<file path="src/rtl/sab_pkg.sv">
package sab_pkg;
  localparam int ADDR_W = 32;
  localparam int SIZE_W = 8;

  typedef struct packed {
    logic [ADDR_W-1:0] addr;
    logic [SIZE_W-1:0] size;
    logic              wr;
  } sab_req_t;

  localparam int REQ_W = $bits(sab_req_t);

  // bank index: field of width log2(nbank) starting at bit lsb (nbank a power of two)
  function automatic logic [31:0] bank_of(input logic [ADDR_W-1:0] a,
                                          input int unsigned lsb,
                                          input int unsigned nbank);
    logic [ADDR_W-1:0] s;
    s = (a >> lsb) & ADDR_W'(nbank - 1);
    return 32'(s);
  endfunction

  function automatic int unsigned chip_of(input int unsigned bank,
                                          input int unsigned per_chip);
    return bank / per_chip;
  endfunction
endpackage

</file>
<file path="src/rtl/sab_fifo.sv">
module sab_fifo #(
  parameter int W     = 8,
  parameter int DEPTH = 4
) (
  input  logic         clk,
  input  logic         rst_n,
  input  logic         push,
  input  logic         pop,
  input  logic [W-1:0] din,
  output logic [W-1:0] dout,
  output logic         full,
  output logic         empty
);
  localparam int AW = (DEPTH > 1) ? $clog2(DEPTH) : 1;
  localparam int CW = $clog2(DEPTH + 1);

  logic [W-1:0]  mem [DEPTH];
  logic [AW-1:0] rd_ptr, wr_ptr;
  logic [CW-1:0] fill;
  logic          do_pop, do_push;

  assign empty   = (fill == '0);
  assign full    = (fill == CW'(DEPTH));
  assign do_pop  = pop && !empty;
  assign do_push = push && (!full || do_pop);
  assign dout    = mem[rd_ptr];

  function automatic logic [AW-1:0] wrap_inc(input logic [AW-1:0] p);
    return (p == AW'(DEPTH - 1)) ? '0 : p + 1'b1;
  endfunction

  always_ff @(posedge clk) begin
    if (do_push) mem[wr_ptr] <= din;
  end

  always_ff @(posedge clk) begin
    if (!rst_n) begin
      rd_ptr <= '0;
      wr_ptr <= '0;
      fill   <= '0;
    end else begin
      if (do_push) wr_ptr <= wrap_inc(wr_ptr);
      if (do_pop)  rd_ptr <= wrap_inc(rd_ptr);
      case ({do_push, do_pop})
        2'b10:   fill <= fill + 1'b1;
        2'b01:   fill <= fill - 1'b1;
        default: fill <= fill;
      endcase
    end
  end
endmodule

</file>
<file path="src/rtl/sab_bus.sv">
module sab_bus
  import sab_pkg::*;
#(
  parameter int LAT        = 3,
  parameter int FIFO_DEPTH = 4,
  parameter int CNT_W      = 16
) (
  input  logic             clk,
  input  logic             rst_n,
  input  logic             in_vld,
  input  sab_req_t         in_req,
  output logic             dlv,
  output sab_req_t         dlv_req,
  output logic             ovf,
  output logic [CNT_W-1:0] xfer_cnt,
  output logic [CNT_W-1:0] wait_cnt
);
  localparam int LW = (LAT > 1) ? $clog2(LAT) : 1;

  logic          busy;
  logic [LW-1:0] left;
  sab_req_t      cur;

  logic     f_push, f_pop, f_full, f_empty, take_direct, push_ok;
  logic [REQ_W-1:0] f_dout;
  sab_req_t f_head;

  assign f_head      = f_dout;
  assign dlv         = busy && (left == '0);
  assign dlv_req     = cur;
  assign f_pop       = dlv && !f_empty;
  assign take_direct = in_vld && f_empty && (!busy || dlv);
  assign f_push      = in_vld && !take_direct;
  assign push_ok     = f_push && (!f_full || f_pop);
  assign ovf         = f_push && !push_ok;

  sab_fifo #(.W(REQ_W), .DEPTH(FIFO_DEPTH)) u_wait_fifo (
    .clk(clk), .rst_n(rst_n), .push(f_push), .pop(f_pop),
    .din(in_req), .dout(f_dout), .full(f_full), .empty(f_empty)
  );

  always_ff @(posedge clk) begin
    if (!rst_n) begin
      busy <= 1'b0;
      left <= '0;
      cur  <= '0;
    end else if (f_pop) begin
      cur  <= f_head;
      left <= LW'(LAT - 1);
      busy <= 1'b1;
    end else if (take_direct) begin
      cur  <= in_req;
      left <= LW'(LAT - 1);
      busy <= 1'b1;
    end else if (dlv) begin
      busy <= 1'b0;
    end else if (busy) begin
      left <= left - 1'b1;
    end
  end

  always_ff @(posedge clk) begin
    if (!rst_n) begin
      xfer_cnt <= '0;
      wait_cnt <= '0;
    end else begin
      if (dlv)     xfer_cnt <= xfer_cnt + 1'b1;
      if (push_ok) wait_cnt <= wait_cnt + 1'b1;
    end
  end

  AST_IDLE_BUS_EMPTY_FIFO: assert property (@(posedge clk) disable iff (!rst_n)
    !busy |-> f_empty);
  AST_DROP_LEAVES_FULL: assert property (@(posedge clk) disable iff (!rst_n)
    ovf |=> f_full);
  AST_DELIVERY_SPACING: assert property (@(posedge clk) disable iff (!rst_n)
    (dlv && (LAT > 1)) |=> !dlv);
  AST_XFER_COUNTS: assert property (@(posedge clk) disable iff (!rst_n)
    dlv |=> (xfer_cnt == $past(xfer_cnt) + 1'b1));
endmodule

</file>
<file path="src/rtl/sab_slot.sv">
module sab_slot
  import sab_pkg::*;
#(
  parameter int Q_DEPTH = 2
) (
  input  logic     clk,
  input  logic     rst_n,
  input  logic     dlv_hit,
  input  sab_req_t dlv_req,
  input  logic     blocked,
  output logic     iss_vld,
  output sab_req_t iss_req,
  output logic     ovf
);
  logic q_push, q_pop, q_full, q_empty, drain, direct;
  logic [REQ_W-1:0] q_dout;
  sab_req_t q_head;

  assign q_head  = q_dout;
  assign drain   = !q_empty && !blocked;
  assign direct  = dlv_hit && q_empty && !blocked;
  assign q_push  = dlv_hit && !direct;
  assign q_pop   = drain;
  assign ovf     = q_push && q_full && !q_pop;
  assign iss_vld = drain || direct;
  assign iss_req = drain ? q_head : dlv_req;

  sab_fifo #(.W(REQ_W), .DEPTH(Q_DEPTH)) u_bank_q (
    .clk(clk), .rst_n(rst_n), .push(q_push), .pop(q_pop),
    .din(dlv_req), .dout(q_dout), .full(q_full), .empty(q_empty)
  );

  AST_NO_ISSUE_WHEN_BLOCKED: assert property (@(posedge clk) disable iff (!rst_n)
    iss_vld |-> !blocked);
  AST_BLOCKED_KEEPS_QUEUE: assert property (@(posedge clk) disable iff (!rst_n)
    (blocked && !q_empty) |=> !q_empty);
  AST_BANK_DROP_FULL: assert property (@(posedge clk) disable iff (!rst_n)
    ovf |=> q_full);
endmodule

</file>
<file path="src/rtl/sab_arbiter.sv">
module sab_arbiter
  import sab_pkg::*;
#(
  parameter int NBANK          = 4,
  parameter int BANKS_PER_CHIP = 2,
  parameter int BANK_LSB       = 6,
  parameter int BUS_LAT        = 3,
  parameter int BUS_FIFO_DEPTH = 4,
  parameter int BANK_Q_DEPTH   = 2,
  parameter int CNT_W          = 16,
  localparam int NCHIP         = NBANK / BANKS_PER_CHIP
) (
  input  logic                      clk,
  input  logic                      rst_n,
  input  logic                      req_valid,
  input  logic [ADDR_W-1:0]         req_addr,
  input  logic [SIZE_W-1:0]         req_size,
  input  logic                      req_write,
  input  logic [NBANK-1:0]          bank_busy,
  input  logic [NCHIP-1:0]          chip_refresh,
  output logic [NBANK-1:0]          iss_valid,
  output logic [NBANK*ADDR_W-1:0]   iss_addr,
  output logic [NBANK*SIZE_W-1:0]   iss_size,
  output logic [NBANK-1:0]          iss_write,
  output logic                      bus_ovf_err,
  output logic                      bank_ovf_err,
  output logic [CNT_W-1:0]          xfer_count,
  output logic [CNT_W-1:0]          wait_count
);
  localparam int BW = (NBANK > 1) ? $clog2(NBANK) : 1;

  sab_req_t         in_req, dlv_req;
  logic             dlv;
  logic [BW-1:0]    dlv_bank;
  logic [NBANK-1:0] dlv_hit, slot_ovf;
  sab_req_t         slot_req [NBANK];

  assign in_req = '{addr: req_addr, size: req_size, wr: req_write};

  sab_bus #(.LAT(BUS_LAT), .FIFO_DEPTH(BUS_FIFO_DEPTH), .CNT_W(CNT_W)) u_bus (
    .clk(clk), .rst_n(rst_n), .in_vld(req_valid), .in_req(in_req),
    .dlv(dlv), .dlv_req(dlv_req), .ovf(bus_ovf_err),
    .xfer_cnt(xfer_count), .wait_cnt(wait_count)
  );

  assign dlv_bank = BW'(bank_of(dlv_req.addr, BANK_LSB, NBANK));

  for (genvar b = 0; b < NBANK; b++) begin : g_bank
    localparam int CHIP = chip_of(b, BANKS_PER_CHIP);
    assign dlv_hit[b] = dlv && (dlv_bank == BW'(b));

    sab_slot #(.Q_DEPTH(BANK_Q_DEPTH)) u_slot (
      .clk(clk), .rst_n(rst_n), .dlv_hit(dlv_hit[b]), .dlv_req(dlv_req),
      .blocked(bank_busy[b] || chip_refresh[CHIP]),
      .iss_vld(iss_valid[b]), .iss_req(slot_req[b]), .ovf(slot_ovf[b])
    );

    assign iss_addr[b*ADDR_W +: ADDR_W] = slot_req[b].addr;
    assign iss_size[b*SIZE_W +: SIZE_W] = slot_req[b].size;
    assign iss_write[b]                 = slot_req[b].wr;
  end

  assign bank_ovf_err = |slot_ovf;

  AST_SINGLE_DELIVERY: assert property (@(posedge clk) disable iff (!rst_n)
    $onehot0(dlv_hit));
  AST_DELIVERY_LANDS: assert property (@(posedge clk) disable iff (!rst_n)
    dlv |-> (dlv_hit != '0));
endmodule

</file>
<file path="config.mk">
export PLATFORM = sky130hd
export DESIGN_NAME = sab_arbiter
export DESIGN_NICKNAME = d
export VERILOG_FILES = /design/src/rtl/sab_pkg.sv /design/src/rtl/sab_fifo.sv /design/src/rtl/sab_bus.sv /design/src/rtl/sab_slot.sv /design/src/rtl/sab_arbiter.sv
export SDC_FILE = /design/constraint.sdc
export NUM_CORES = 1
export LEC_CHECK = 0
export BUFFER_PORTS_ARGS = -buffer_cell sky130_fd_sc_hd__buf_4
export CAP_MARGIN = 20
export CORE_AREA = 2 2 299 153
export CTS_CLUSTER_DIAMETER = 40
export DETAILED_ROUTE_END_ITERATION = 10
export DIE_AREA = 0 0 301 155
export HOLD_SLACK_MARGIN = 0.02
export PLACE_DENSITY = 0.75
export SKIP_CTS_REPAIR_TIMING = 1
export SYNTH_ARGS = -nofsm -noshare
export SYNTH_HDL_FRONTEND = slang
export SYNTH_SLANG_ARGS = --single-unit
</file>
<file path="constraint.sdc">
create_clock -name clk -period 10.6 [get_ports clk]
set_clock_uncertainty 0.15 [all_clocks]
set_input_delay 0.53 -clock clk [delete_from_list [all_inputs] [get_ports clk]]
set_output_delay 0.53 -clock clk [all_outputs]
set_load 0.005 [all_outputs]
</file>
Yosys cells after proc, flatten, opt, wreduce, memory -nomap -nowiden
Memory sizes are Yosys's and may differ from the RTL's. A register that Yosys moved wholly into a read port is not among the register bits.
Cells that the tools add are included.
Cells by class
  $add $sub $neg: 23
  eq/ne operators: 21
  multiplexer cells: 48
  bitwise gates (word level): 2
  reductions and logical operators: 104
Operators with widths (count)
  41-bit two-way mux: 6
  1-bit logical AND: 45
  16-bit by 1-bit adder with 16-bit output (second input constant): 2
  1-bit two-way mux: 29
  2-bit equality test (second input constant): 13
  1-bit zero test: 25
  2-bit two-way mux: 8
  2-bit one-hot mux with 2 select lines: 4
  1-bit logical OR: 15
  2-bit by 1-bit adder with 2-bit output (second input constant): 6
  2-bit by 1-bit equality test with 1-bit output (second input constant): 6
  2-bit zero test: 6
  2-bit nonzero test: 6
  2-bit by 1-bit subtractor with 2-bit output (second input constant): 5
  1-bit adder (second input constant): 8
  3-bit one-hot mux with 2 select lines: 1
  3-bit nonzero test: 2
  2-bit AND reduction: 2
  4-bit OR reduction: 1
  3-bit by 1-bit adder with 3-bit output (second input constant): 1
  3-bit equality test (second input constant): 1
  3-bit zero test: 1
  3-bit by 1-bit != test with 1-bit output (second input constant): 1
  3-bit OR reduction: 1
  2 further kinds: 3
Storage, ports and cells
  bits in registers: 99
  RAM bits: 492
  output and inout port bits: 202
  memories: 5
Memories
  u_bus.u_wait_fifo.mem: depth 4, bits a word 41, rd ports 1, clocked after Yosys merged registers in 1, write ports 1, line sab_fifo.sv:17  | logic [W-1:0] mem [DEPTH];
  g_bank[0].u_slot.u_bank_q.mem: depth 2, bits a word 41, rd ports 1, clocked after Yosys merged registers in 1, write ports 1, line sab_fifo.sv:17
  g_bank[1].u_slot.u_bank_q.mem: depth 2, bits a word 41, rd ports 1, clocked after Yosys merged registers in 1, write ports 1, line sab_fifo.sv:17
  g_bank[2].u_slot.u_bank_q.mem: depth 2, bits a word 41, rd ports 1, clocked after Yosys merged registers in 1, write ports 1, line sab_fifo.sv:17
  g_bank[3].u_slot.u_bank_q.mem: depth 2, bits a word 41, rd ports 1, clocked after Yosys merged registers in 1, write ports 1, line sab_fifo.sv:17

Longest topological paths before layout
  word-level depth: 10
  mapped depth: 11
  depth with buffers taken out: 9

Cells and area by module
A second synthesis with hierarchy kept.
Unflattened totals
  cells, all modules: 1453
  area, all modules: 25550.8 um^2
By module, submodules not included
  sab_fifo (g_bank[0].u_slot.u_bank_q ...): instances 4, cells an instance 158, area each 3379.5 um^2
  sab_fifo (u_bus.u_wait_fifo): instances 1, cells an instance 274, area each 6441.2 um^2
  sab_bus: instances 1, cells an instance 334, area each 3330.7 um^2
  sab_slot: instances 4, cells an instance 51, area each 549.3 um^2
  sab_arbiter: instances 1, cells an instance 9, area each 63.8 um^2

Least setup slack after synthesis
OpenSTA, ideal clock, no wires.
  kind: register -> register
  start: register u_bus.left[0]
  end: memory g_bank[1].u_slot.u_bank_q.mem[0][0] (netlist bit), enable pin
  arrival time: 3.119 ns
  data required time: 10.010 ns
  slack: 6.891 ns
  cell stages (with the launch flop): 9
  buffers on the path: 2
  clock period less this slack: 3.709 ns
  cells stage by stage: dfxtp_1 > inv_1 > ha_1 > buf_2 > and2_1 > clkbuf_1 > nand3b_1 > o21bai_1 > nor2_1
Between the ends
  longest elaborated chain between the ends: 10
Ends and longest elaborated chain
  from (decl): line sab_bus.sv:21  | logic [LW-1:0] left;
  from (signal assigned): line sab_bus.sv:49  | left <= LW'(LAT - 1);
  from (signal assigned): line sab_bus.sv:53  | left <= LW'(LAT - 1);
  from (signal assigned): line sab_bus.sv:58  | left <= left - 1'b1;
  2-bit zero test *: line sab_bus.sv:29  | assign dlv = busy && (left == '0);
  1-bit logical AND *: line sab_bus.sv:29
  1-bit logical AND *: line sab_arbiter.sv:50  | assign dlv_hit[b] = dlv && (dlv_bank == BW'(b));
  1-bit logical AND (2 in series): line sab_slot.sv:21  | assign direct = dlv_hit && q_empty && !blocked;
  1-bit zero test: line sab_slot.sv:22  | assign q_push = dlv_hit && !direct;
  1-bit logical AND *: line sab_slot.sv:22
  1-bit logical AND *: line sab_fifo.sv:25  | assign do_push = push && (!full || do_pop);
  1-bit two-way mux *: line sab_fifo.sv:33  | if (do_push) mem[wr_ptr] <= din;
  1-bit two-way mux (implied by the code) *: line sab_fifo.sv:33
  to (decl): line sab_fifo.sv:17
Every way passes the cells marked *; elsewhere a longest branch is shown, timed or not.

Final worst setup path
  start: register u_bus.left[0]
  end: output port bank_ovf_err
Between the ends
  longest elaborated chain between the ends: 10
Ends and longest elaborated chain
  2-bit zero test *: line sab_bus.sv:29
  1-bit logical AND *: line sab_bus.sv:29
  1-bit logical AND: line sab_arbiter.sv:50
  1-bit logical AND (2 in series): line sab_slot.sv:21
  1-bit zero test: line sab_slot.sv:22
  1-bit logical AND: line sab_slot.sv:22
  1-bit logical AND (2 in series): line sab_slot.sv:24  | assign ovf = q_push && q_full && !q_pop;
  4-bit OR reduction *: line sab_arbiter.sv:63  | assign bank_ovf_err = |slot_ovf;
  to (decl): line sab_arbiter.sv:26  | output logic bank_ovf_err,
Marked as above.

==> results.json <==
{
  "routedWlPerCell_um": 22.8,
  "die_x_um": 301,
  "overflow": 0,
  "tritoncts.num_buffers": 53,
  "drcViolationCount": 0,
  "synth_ff_type": "edfxtp_1",
  "port_buffers": 251,
  "synthSimpleGateAreaFrac": 0.0673,
  "crit_path_start_kind": "flip-flop",
  "path_class": "flip-flop to output pin",
  "syn_avg_cell_area_um2": 14.1,
  "worst_pin_slew_ps": 1050,
  "synthMuxAreaShare": 0.114,
  "vias": 15100,
  "yosysTopAreaCell": "edfxtp_1",
  "ys_ff_latch": 597,
  "cts_buffer_depth": 3,
  "power_w": 0.00636,
  "dpl-instance-area_mm2": 0.0265,
  "num-fill-cells": 3263,
  "cts-root-buf": "clkbuf_16",
  "core.rowCount": 55,
  "dr.pass1.iters": 8,
  "gp_congestion": 0.795,
  "synth_cells": 1698,
  "dieArea_mm2": 0.0467,
  "hp-class": "input port to flip-flop",
  "antenna_found_initial": 2,
  "synthAdderAreaFrac": 0.00708,
  "wl_um": 59300,
  "crit_required_ps": 9920,
  "syn_to_final_growth_pct": 19.4,
  "synth_common_cells": "edfxtp_1 (492), a21oi_1 (227), nor2_1 (214)",
  "synth_area_mm2": 0.0240,
  "critPathMaxFanout": 10,
  "clk_pin_slew_ps": 60,
  "synthXorXnorAreaFrac": 0.0106,
  "via_per_inst": 5.82,
  "antenna_left": 0,
  "cts-htree-levels": 2,
  "synth_edf_count": 492,
  "initial_core_util": 0.541,
  "synth_most_common_cell": "edfxtp_1",
  "drv_cap": 0,
  "fmax_mhz": 284,
  "slowest_delay_ps": 520,
  "setup_viol": 0,
  "synth_area_leaders": "edfxtp_1 (62%), dfxtp_1 (8.8%), mux2i_1 (7.6%)",
  "critPathArrivalTime_ps": 2850,
  "status": "completed",
  "slew_viol_final": 0,
  "finalWorstSetupSlack_ps": 7070,
  "hpwl_um": 35200,
  "coreArea_mm2": 0.0444,
  "synth_fp_nets": 1761,
  "relSlewSlack": 0.299,
  "cp_slowest_cell": "nor4b_1",
  "worstSetupEndpointType": "output pin",
  "io_pins": 252,
  "synth_compound_area_frac": 0.0749,
  "clk_latency_ps": 590,
  "power_density_mw_per_mm2": 222,
  "path_cells": "inv_1 > ha_1 > and2_1 > nand3_1 > nor4b_1 > or4_1 > buf_4",
  "grt_use_total": 0.248,
  "place_ws_ps": 7210,
  "grt_pass1_vias": 14500,
  "vdd.ir_drop.worst_mv": 0.133,
  "synthArstFlopShare": 0,
  "drive_above_1_share": 0.217,
  "nets": 2020,
  "setup_tns_ps": 0,
  "hold_viol": 0,
  "multiInputGateArea_mm2": 0.00671,
  "stdcell_area_mm2": 0.0287,
  "period_needed_ps": 3530,
  "yosys.area.top_type_share": 0.615,
  "numClockSinks": 597,
  "die_h_um": 155,
  "finalCritPeriodShare": 0.333,
  "grt_max_degree": 85,
  "ys_warn_count": 0,
  "initialDrtViolationCount": 1493,
  "register_area_mm2": 0.0169,
  "cts_tree": "done",
  "grt_first_pass_wirelength_um": 87300,
  "synth_top_family_by_area": "multiplexers",
  "ys_seq_area_frac": 0.703,
  "rsz0062_at_grt": "false",
  "yosysUniqueCellTypes": 51,
  "p_leak_nw": 9.70
}
## layout by cell type, fill, tap and decap left out, drive strengths merged, types with 4 or more instances in the layout
cell | netlist | layout
dlygate4sd3 | 0 | 41
nand2b | 9 | 9
or4 | 10 | 10
clkbuf | 74 | 70
inv | 17 | 24
o21bai | 5 | 5
o31ai | 8 | 8
nor3 | 11 | 11
or3 | 12 | 12
nor4b | 4 | 4
mux2i | 182 | 182
o21ai | 87 | 87
clkinvlp | 0 | 4
buf | 36 | 273
ha | 12 | 12
and3 | 4 | 4
bufinv | 0 | 4
xor2 | 10 | 10
dfxtp | 105 | 105
a21oi | 227 | 227
edfxtp | 492 | 492
nand3 | 16 | 16
nand2 | 67 | 67
xnor2 | 19 | 19
a21boi | 4 | 4
mux4 | 41 | 41
nand4 | 6 | 6
nor2 | 214 | 214
clkinv | 1 | 15
## flip-flops by register name, indices dropped and copies added, names as in the netlist, named ones only
register and count:
g_bank.u_slot.u_bank_q.mem 328, u_bus.wait_cnt 16, u_bus.busy 1, g_bank.u_slot.u_bank_q.fill 8
g_bank.u_slot.u_bank_q.wr_ptr 4, u_bus.u_wait_fifo.mem 164, u_bus.u_wait_fifo.fill 3, u_bus.u_wait_fifo.wr_ptr 2
u_bus.u_wait_fifo.rd_ptr 2, u_bus.dlv_req 41, u_bus.xfer_cnt 16, u_bus.left 2
g_bank.u_slot.u_bank_q.rd_ptr 4
## final timing paths
| kind | from | endpoint | slack [ps] | cells past startpoint |
|---|---|---|---|---|
| worst max-delay path | u_bus.left[0] | bank_ovf_err | 7070 | 7 |
| worst min-delay path | req_valid | u_bus.u_wait_fifo.fill[1] | 280 | 3 |
| worst max register to register | u_bus.left[0] | u_bus.u_wait_fifo.fill[2] | 7220 | 9 |
| worst min register to register | u_bus.xfer_cnt[15] | u_bus.xfer_cnt[15] | 340 | 2 |
## kinds of logic (layout without fill, tap and decap cells)
group	after synthesis	after routing
AOI/OAI and AO/OA	340	340
xor gates and xnor gates	29	29
adders and majority gates	13	13
buffers and inverters	128	431
DFF	597	597
muxes	223	223
other	0	1
and+or+nand+nor	368	368
## routing by layer
layer  track usage  share of wire  vias to the layer above
met5             0        0.00022                        -
met4        0.0635          0.019                        2
met3        0.0429          0.078                       79
met2         0.403           0.48                      616
met1         0.352           0.42                     7550
li1              -              -                     6877
## report_power, final
group / switching (W) / internal [W]
clock network: 0.000882 / 0.00110
registers: 0.000332 / 0.00284
logic: 0.000625 / 0.000592
total: 0.00184 / 0.00453
## cell type report
type	instances	share of cell area
sequential	597	0.589
multi-input combinational	973	0.234
timing repair buffer	314	0.0858
clock buffer	70	0.0516
tap	598	0.0261
clock inverter	29	0.0110
inverter	18	0.00236
antenna	1	0.0000873
## worst max-delay path, delay by kind of cell (launching register included)
| kind | cells | cell delay (ps) |
|---|---|---|
| buffers and inverters | 2 | 190 |
| DFF | 1 | 320 |
| adders and majority gates | 1 | 380 |
| and+or+nand+nor | 4 | 1380 |
## stage by stage
| stage | utilization | instances | hold WS, ps |
|---|---|---|---|
| 6_report | 0.646 | 2600 | 278 |
| 5_1_grt | 0.646 | 2600 | 284 |
| 4_1_cts | 0.637 | 2558 | -27.0 |
| 3_5_place_dp | 0.596 | 2459 | 331 |
| 3_3_place_gp | 0.596 | 2459 | 303 |
| 2_1_floorplan | - | 1698 | 301 |
Power figures use the tool's default switching activity.
